File: config.mk
export PLATFORM = sky130hd
export DESIGN_NAME = beam_spot_corrector
export DESIGN_NICKNAME = d
export VERILOG_FILES = /design/src/rtl/bsc_pkg.sv /design/src/rtl/bsc_front.sv /design/src/rtl/bsc_mac.sv /design/src/rtl/bsc_delay.sv /design/src/rtl/beam_spot_corrector.sv
export SDC_FILE = /design/constraint.sdc
export NUM_CORES = 2
export LEC_CHECK = 0
export BUFFER_PORTS_ARGS = -buffer_cell sky130_fd_sc_hd__buf_2
export CAP_MARGIN = 20
export CORE_MARGIN = 5
export CORE_UTILIZATION = 40
export DETAILED_ROUTE_END_ITERATION = 10
export RECOVER_POWER = 25
export SLEW_MARGIN = 10
export SYNTH_ARGS = -nofsm -noshare
export SYNTH_HDL_FRONTEND = slang
export SYNTH_HIERARCHICAL = 1
export SYNTH_SLANG_ARGS = --single-unit
File: constraint.sdc
create_clock -name clk -period 13.6 [get_ports clk]
set_input_delay 1.36 -clock clk [delete_from_list [all_inputs] [get_ports clk]]
set_output_delay 1.36 -clock clk [all_outputs]
set_load 0.01 [all_outputs]
File: src/rtl/bsc_pkg.sv
package bsc_pkg;

    localparam int WORD_W    = 16;
    localparam int PHI_W     = 10;
    localparam int Z_W       = 3;
    localparam int D0_W      = 12;
    localparam int FA_W      = 21;
    localparam int BANK_W    = 5;
    localparam int IDX_W     = FA_W - BANK_W;
    localparam int TRK_WORDS = 7;
    localparam int BEAM_W    = 16;
    localparam int TAB_W     = 16;
    localparam int PROD_W    = BEAM_W + TAB_W;
    localparam int CNT_W     = $clog2(TRK_WORDS);

    // one word travelling through the alignment line
    typedef struct packed {
        logic              vld;
        logic              is_d0;
        logic              ok;
        logic [WORD_W-1:0] data;
    } beat_t;

    // clamp a wide signed result into the d0 field
    function automatic logic [D0_W-1:0] sat_d0(input logic signed [PROD_W+1:0] v);
        longint hi;
        longint lo;
        longint w;
        hi = longint'((64'sd1 <<< (D0_W - 1)) - 1);
        lo = -longint'(64'sd1 <<< (D0_W - 1));
        w  = longint'(v);
        if (w > hi)      return D0_W'(hi);
        else if (w < lo) return D0_W'(lo);
        else             return v[D0_W-1:0];
    endfunction

endpackage

File: src/rtl/bsc_front.sv
module bsc_front
    import bsc_pkg::*;
#(
    parameter int SIN_BANK = 0,
    parameter int COS_BANK = 1
) (
    input  logic              clk,
    input  logic              rst_n,
    input  logic              in_valid,
    input  logic [WORD_W-1:0] in_data,
    input  logic [BEAM_W-1:0] beam_x,
    input  logic [BEAM_W-1:0] beam_y,
    input  logic              beam_valid,
    output logic              fl_rd_en,
    output logic [FA_W-1:0]   fl_sin_addr,
    output logic [FA_W-1:0]   fl_cos_addr,
    output logic [BEAM_W-1:0] bx,
    output logic [BEAM_W-1:0] by,
    output beat_t             beat
);

    localparam int                PAD_W   = IDX_W - Z_W - PHI_W;
    localparam logic [CNT_W-1:0]  LAST    = CNT_W'(TRK_WORDS - 1);
    localparam logic [CNT_W-1:0]  D0_IDX  = CNT_W'(1);
    localparam logic [BANK_W-1:0] SIN_SEL = BANK_W'(SIN_BANK);
    localparam logic [BANK_W-1:0] COS_SEL = BANK_W'(COS_BANK);

    typedef struct packed {
        logic [CNT_W-1:0]  idx;
        logic              req;
        logic [Z_W-1:0]    z;
        logic [PHI_W-1:0]  phi;
        logic [BEAM_W-1:0] bx;
        logic [BEAM_W-1:0] by;
        logic              bv;
    } front_t;

    front_t s_d, s_q;

    always_comb begin
        s_d     = s_q;
        s_d.req = 1'b0;
        if (in_valid) begin
            s_d.idx = (s_q.idx == LAST) ? '0 : s_q.idx + CNT_W'(1);
            if (s_q.idx == '0) begin
                s_d.req = 1'b1;
                s_d.phi = in_data[PHI_W-1:0];
                s_d.z   = in_data[PHI_W +: Z_W];
                s_d.bx  = beam_x;
                s_d.by  = beam_y;
                s_d.bv  = beam_valid;
            end
        end
    end

    always_ff @(posedge clk or negedge rst_n) begin
        if (!rst_n) s_q <= '0;
        else        s_q <= s_d;
    end

    always_comb begin
        beat.vld   = in_valid;
        beat.is_d0 = (s_q.idx == D0_IDX);
        beat.ok    = (s_q.idx == '0) ? beam_valid : s_q.bv;
        beat.data  = in_data;
    end

    assign fl_rd_en    = s_q.req;
    assign fl_sin_addr = {SIN_SEL, {PAD_W{1'b0}}, s_q.z, s_q.phi};
    assign fl_cos_addr = {COS_SEL, {PAD_W{1'b0}}, s_q.z, s_q.phi};
    assign bx          = s_q.bx;
    assign by          = s_q.by;

endmodule

File: src/rtl/bsc_mac.sv
module bsc_mac
    import bsc_pkg::*;
#(
    parameter int FL_LAT = 2,
    parameter int FRAC   = 14
) (
    input  logic              clk,
    input  logic              rst_n,
    input  logic              fl_rd_en,
    input  logic [TAB_W-1:0]  fl_sin_data,
    input  logic [TAB_W-1:0]  fl_cos_data,
    input  logic [BEAM_W-1:0] bx,
    input  logic [BEAM_W-1:0] by,
    output logic [PROD_W:0]   corr
);

    typedef struct packed {
        logic [FL_LAT-1:0] pipe;
        logic [PROD_W:0]   corr;
    } mac_t;

    mac_t s_d, s_q;

    logic [FL_LAT:0]          tap;
    logic signed [PROD_W-1:0] px;
    logic signed [PROD_W-1:0] py;
    logic signed [PROD_W:0]   diff;

    always_comb begin
        tap    = {s_q.pipe, fl_rd_en};
        px     = $signed(bx) * $signed(fl_sin_data);
        py     = $signed(by) * $signed(fl_cos_data);
        diff   = {px[PROD_W-1], px} - {py[PROD_W-1], py};
        s_d    = s_q;
        s_d.pipe = tap[FL_LAT-1:0];
        if (tap[FL_LAT]) begin
            s_d.corr = diff >>> FRAC;
        end
    end

    always_ff @(posedge clk or negedge rst_n) begin
        if (!rst_n) s_q <= '0;
        else        s_q <= s_d;
    end

    assign corr = s_q.corr;

endmodule

File: src/rtl/bsc_delay.sv
module bsc_delay
    import bsc_pkg::*;
#(
    parameter int DEPTH = 3
) (
    input  logic  clk,
    input  logic  rst_n,
    input  beat_t in_beat,
    output beat_t out_beat
);

    beat_t [DEPTH-1:0] line_d, line_q;

    always_comb begin
        line_d[0] = in_beat;
        for (int i = 1; i < DEPTH; i++) begin
            line_d[i] = line_q[i-1];
        end
    end

    always_ff @(posedge clk or negedge rst_n) begin
        if (!rst_n) line_q <= '0;
        else        line_q <= line_d;
    end

    assign out_beat = line_q[DEPTH-1];

endmodule

File: src/rtl/beam_spot_corrector.sv
module beam_spot_corrector
    import bsc_pkg::*;
#(
    parameter int FL_LAT   = 2,
    parameter int SIN_BANK = 0,
    parameter int COS_BANK = 1,
    parameter int FRAC     = 14
) (
    input  logic              clk,
    input  logic              rst_n,
    input  logic              in_valid,
    input  logic [WORD_W-1:0] in_data,
    input  logic [BEAM_W-1:0] beam_x,
    input  logic [BEAM_W-1:0] beam_y,
    input  logic              beam_valid,
    output logic              fl_rd_en,
    output logic [FA_W-1:0]   fl_sin_addr,
    output logic [FA_W-1:0]   fl_cos_addr,
    input  logic [TAB_W-1:0]  fl_sin_data,
    input  logic [TAB_W-1:0]  fl_cos_data,
    output logic              out_valid,
    output logic [WORD_W-1:0] out_data,
    output logic              out_beam_ok
);

    // alignment stages ahead of the output register
    localparam int DLY_DEPTH = FL_LAT + 1;

    typedef struct packed {
        logic              vld;
        logic              ok;
        logic [WORD_W-1:0] data;
    } out_t;

    logic [BEAM_W-1:0] bx, by;
    logic [PROD_W:0]   corr;
    beat_t             head, tail;
    out_t              o_d, o_q;

    logic signed [PROD_W+1:0] d0_ext;
    logic signed [PROD_W+1:0] corr_ext;
    logic signed [PROD_W+1:0] d0_new;

    bsc_front #(
        .SIN_BANK (SIN_BANK),
        .COS_BANK (COS_BANK)
    ) u_front (
        .clk         (clk),
        .rst_n       (rst_n),
        .in_valid    (in_valid),
        .in_data     (in_data),
        .beam_x      (beam_x),
        .beam_y      (beam_y),
        .beam_valid  (beam_valid),
        .fl_rd_en    (fl_rd_en),
        .fl_sin_addr (fl_sin_addr),
        .fl_cos_addr (fl_cos_addr),
        .bx          (bx),
        .by          (by),
        .beat        (head)
    );

    bsc_mac #(
        .FL_LAT (FL_LAT),
        .FRAC   (FRAC)
    ) u_mac (
        .clk         (clk),
        .rst_n       (rst_n),
        .fl_rd_en    (fl_rd_en),
        .fl_sin_data (fl_sin_data),
        .fl_cos_data (fl_cos_data),
        .bx          (bx),
        .by          (by),
        .corr        (corr)
    );

    bsc_delay #(
        .DEPTH (DLY_DEPTH)
    ) u_delay (
        .clk      (clk),
        .rst_n    (rst_n),
        .in_beat  (head),
        .out_beat (tail)
    );

    always_comb begin
        d0_ext   = {{(PROD_W + 2 - D0_W){tail.data[D0_W-1]}}, tail.data[D0_W-1:0]};
        corr_ext = {corr[PROD_W], corr};
        d0_new   = d0_ext - corr_ext;
        o_d.vld  = tail.vld;
        o_d.ok   = tail.ok;
        o_d.data = tail.data;
        if (tail.vld && tail.is_d0 && tail.ok) begin
            o_d.data = {tail.data[WORD_W-1:D0_W], sat_d0(d0_new)};
        end
    end

    always_ff @(posedge clk or negedge rst_n) begin
        if (!rst_n) o_q <= '0;
        else        o_q <= o_d;
    end

    assign out_valid   = o_q.vld;
    assign out_data    = o_q.data;
    assign out_beam_ok = o_q.ok;

endmodule

==> results.toml <==
[logic_synthesis]
synthDistinctLibCells = 91
synth_area_mm2 = 0.0285
syn-instance-count = 2917
synth-edff-count = 0
synth_ff_type = "dfrtp_1"
ys_warn_count = 6
ys_seq_elements = 146
async_flop_share_pct = 100
ys_seq_area_share_pct = 12.8
avgSynthCellArea_um2 = 9.77

[die]
placementRows = 97
die_h_um = 277
ioPinCount = 145
core-area_mm2 = 0.0704
die-area_mm2 = 0.0767
fp.dieW_um = 277
start_util_pct = 40.5

[finish]
syn2layout_area_growth_pct = 4.09
multi_input_area_mm2 = 0.0209
antenna_cells = 0
final_layout_size_suffix_gt1_share_pct = 8.32
final_common_cell = "inv_1"
final_cells = 3824
layout_common_cells = "inv_1 (701), fa_1 (590), and2_1 (277), nand2_1 (270), ha_1 (190)"
fin_nets = 3735
fill_cells = 7016
regArea_mm2 = 0.00365

[clock_tree]
post_cts_buffers = 0
clkTransAtPathRegs_ns = 0.07
clockBufferDepth = 2
insertion_delay_ns = 0.48
numCtsBuffers = 17
cts_root_buffer = "clkbuf_16"
cts_tree = "yes"
clock_sinks = 146
ctsHoldBuffers = 0
h-tree-depth = 4
post_cts_resized = 0

[drt]
via_per_inst = 4.79
wl_met2_um = 28500
drcViolationCount = 0
via_count = 18300
wl_met1_um = 34600
top_layer = "met4"
drt_wl_total_um = 67500
dr.pass1.iters = 5
routedWlPerCell_um = 17.6
drt_iter0_markers = 1059
ant_nets = 0
wl_met3_um = 3570

[min_path]
min_path_type = "register to register"
hold-path-cell-count = 0
hp-start = "u_delay/line_d[25]$_DFF_PN0_"
min_to = "u_delay/line_d[44]$_DFF_PN0_"

[grt]
antenna_found_initial = 0
overflow = 0
grt_pass1_wl_um = 112000
grt_max_degree = 75
grt_pass1_vias = 19500
track_usage_pct = 18.2

[sta]
fin_crit_ns = 8.65
max_freq_mhz = 116
fin_worst_skew_ns = 0.0296
finalHoldViolations = 0
period_share_pct = 63.6
worstMarginPinSlew_ns = 4.41
worst_slack_ns = 4.95
drv_slew = 75
setup_violations = 0
grt_setup_unrepaired = "false"
setup-tns-final_ns = 0
slew_headroom_pct = -194

[place]
place.gp.congestion = 0.898
pre_cts_ws_ns = 4.42
dp_hpwl_um = 56300
portBuffers = 128
placedCellCount = 3792

[setup_path]
critPathSlowestCell = "inv_1"
cp_num_buf_inv = 5
crit_chain = "buf_2, nand2_1, inv_1, fa_1, fa_1, fa_1, inv_1, fa_1, fa_1, fa_1, fa_1, inv_1, fa_1, inv_1, ha_1, a21o_1, a21o_1, a221o_1, and3_1, o311a_1, or4_1, nand3_1"
critPathKind = "input pin to register"
path_max_fanout = 16
path_common_cell = "fa_1"
slowest_delay_ns = 0.76
crit_path_end_kind = "register"
ff2ff_path_depth = 24
rrSetupSlack_ns = 5.35
cp-start-kind = "input pin"
worstPathRequired_ns = 13.99
critPathTopFamily = "adder cells"
cp.arrival_ns = 9.04
worst_r2r_endpoint = "u_mac/corr[18]$_DFFE_PN0P_"
regToRegStartpoint = "u_front/bx[15]$_DFFE_PN0P_"

[outcome]
violations = "capacitance limit, slew limit"
status = "finished, violations left"

[flow_run]
drv_cap = 1
through the flow:
step	util, %	hold WS [ns]	area [um^2]
global placement	41.3	0.331	29100
CTS	42.2	0.342	29700
global route	42.2	0.354	29700
floorplan	-	0.331	28600
detailed placement	41.3	0.335	29100
finish	42.2	0.346	29700
routing by layer:
layer / vias to the layer above / global-route usage [%]
met5: - / 0
met4: 0 / 3.26
met3: 37 / 2.71
met2: 427 / 27.1
met1: 9349 / 28.6
li1: 8521 / -
state kept, by name (all words and copies together) (netlist names), 4 cells and up:
register,count
u_delay/out_beat,19
u_front/s_q,4
u_front/bx,16
u_delay/line_d,38
u_mac/corr,19
out_data,16
u_front/fl_cos_addr,13
u_front/by,16
kinds of logic (layout without fill, tap and decap cells):
| group | Yosys count | in the layout | share of synthesized area [%] |
|---|---|---|---|
| AO/OA/AOI/OAI | 217 | 217 | 5.39 |
| XOR/XNOR | 46 | 46 | 1.51 |
| adder cells (fa/ha/maj) | 780 | 780 | 49.8 |
| buffers and inverters | 918 | 871 | 14.0 |
| flip-flops | 146 | 146 | 12.8 |
| multiplexers | 59 | 59 | 2.66 |
| other | 2 | 16 | 0.0263 |
| AND/OR/NAND/NOR | 749 | 749 | 13.8 |
final cells by class:
| type | count | share of cell area [%] |
|---|---|---|
| Clock buffer | 18 | 1.48 |
| Tap cell | 940 | 3.96 |
| Timing Repair Buffer | 138 | 2.37 |
| Inverter | 701 | 8.87 |
| Clock inverter | 14 | 0.540 |
| Sequential cell | 146 | 12.3 |
| Multi-Input combinational cell | 1867 | 70.5 |
worst max-delay path by stage:
stage | from | to | slack (ns) | cells after the start
2_1_floorplan | fl_sin_data[0] | u_mac/corr[18]$_DFFE_PN0P_ | 5.16 | 25
3_5_place_dp | fl_cos_data[0] | u_mac/corr[18]$_DFFE_PN0P_ | 4.42 | 22
5_1_grt | fl_cos_data[0] | u_mac/corr[18]$_DFFE_PN0P_ | 4.52 | 24
3_3_place_gp | fl_cos_data[0] | u_mac/corr[18]$_DFFE_PN0P_ | 4.53 | 24
6_report | fl_cos_data[0] | u_mac/corr[18]$_DFFE_PN0P_ | 4.95 | 22
4_1_cts | fl_cos_data[0] | u_mac/corr[18]$_DFFE_PN0P_ | 4.92 | 22
cell usage after synthesis (4+ instances only):
library cell / n / area, um^2
ha_1: 190 / 2380
nor2b_1: 23 / 144
and3_1: 11 / 68.8
inv_1: 701 / 2630
dfrtp_1: 146 / 3650
nor2_1: 53 / 199
or3_1: 4 / 25.0
o21a_1: 5 / 37.5
xnor2_1: 31 / 272
nand3_1: 24 / 120
or2_2: 6 / 37.5
nand2_1: 270 / 1010
o21bai_1: 5 / 37.5
mux2_4: 26 / 390
buf_2: 7 / 35.0
o21ai_1: 5 / 25.0
and4_1: 4 / 35.0
o211ai_1: 10 / 75.1
mux2_2: 27 / 304
buf_4: 125 / 938
fa_1: 590 / 11800
a31oi_1: 12 / 75.1
o31ai_1: 16 / 120
nand2b_1: 23 / 144
nand4_1: 12 / 75.1
a211oi_1: 10 / 75.1
o21ai_0: 30 / 150
and2_1: 277 / 1730
a21oi_1: 55 / 275
clkbuf_1: 76 / 285
nor3_1: 16 / 80.1
a21o_1: 16 / 120
nor4_1: 4 / 25.0
xor2_1: 13 / 114
Power is left out: the tool's default activity adds up to more than one toggle a clock period on the data nets, which glitch-free logic cannot reach.
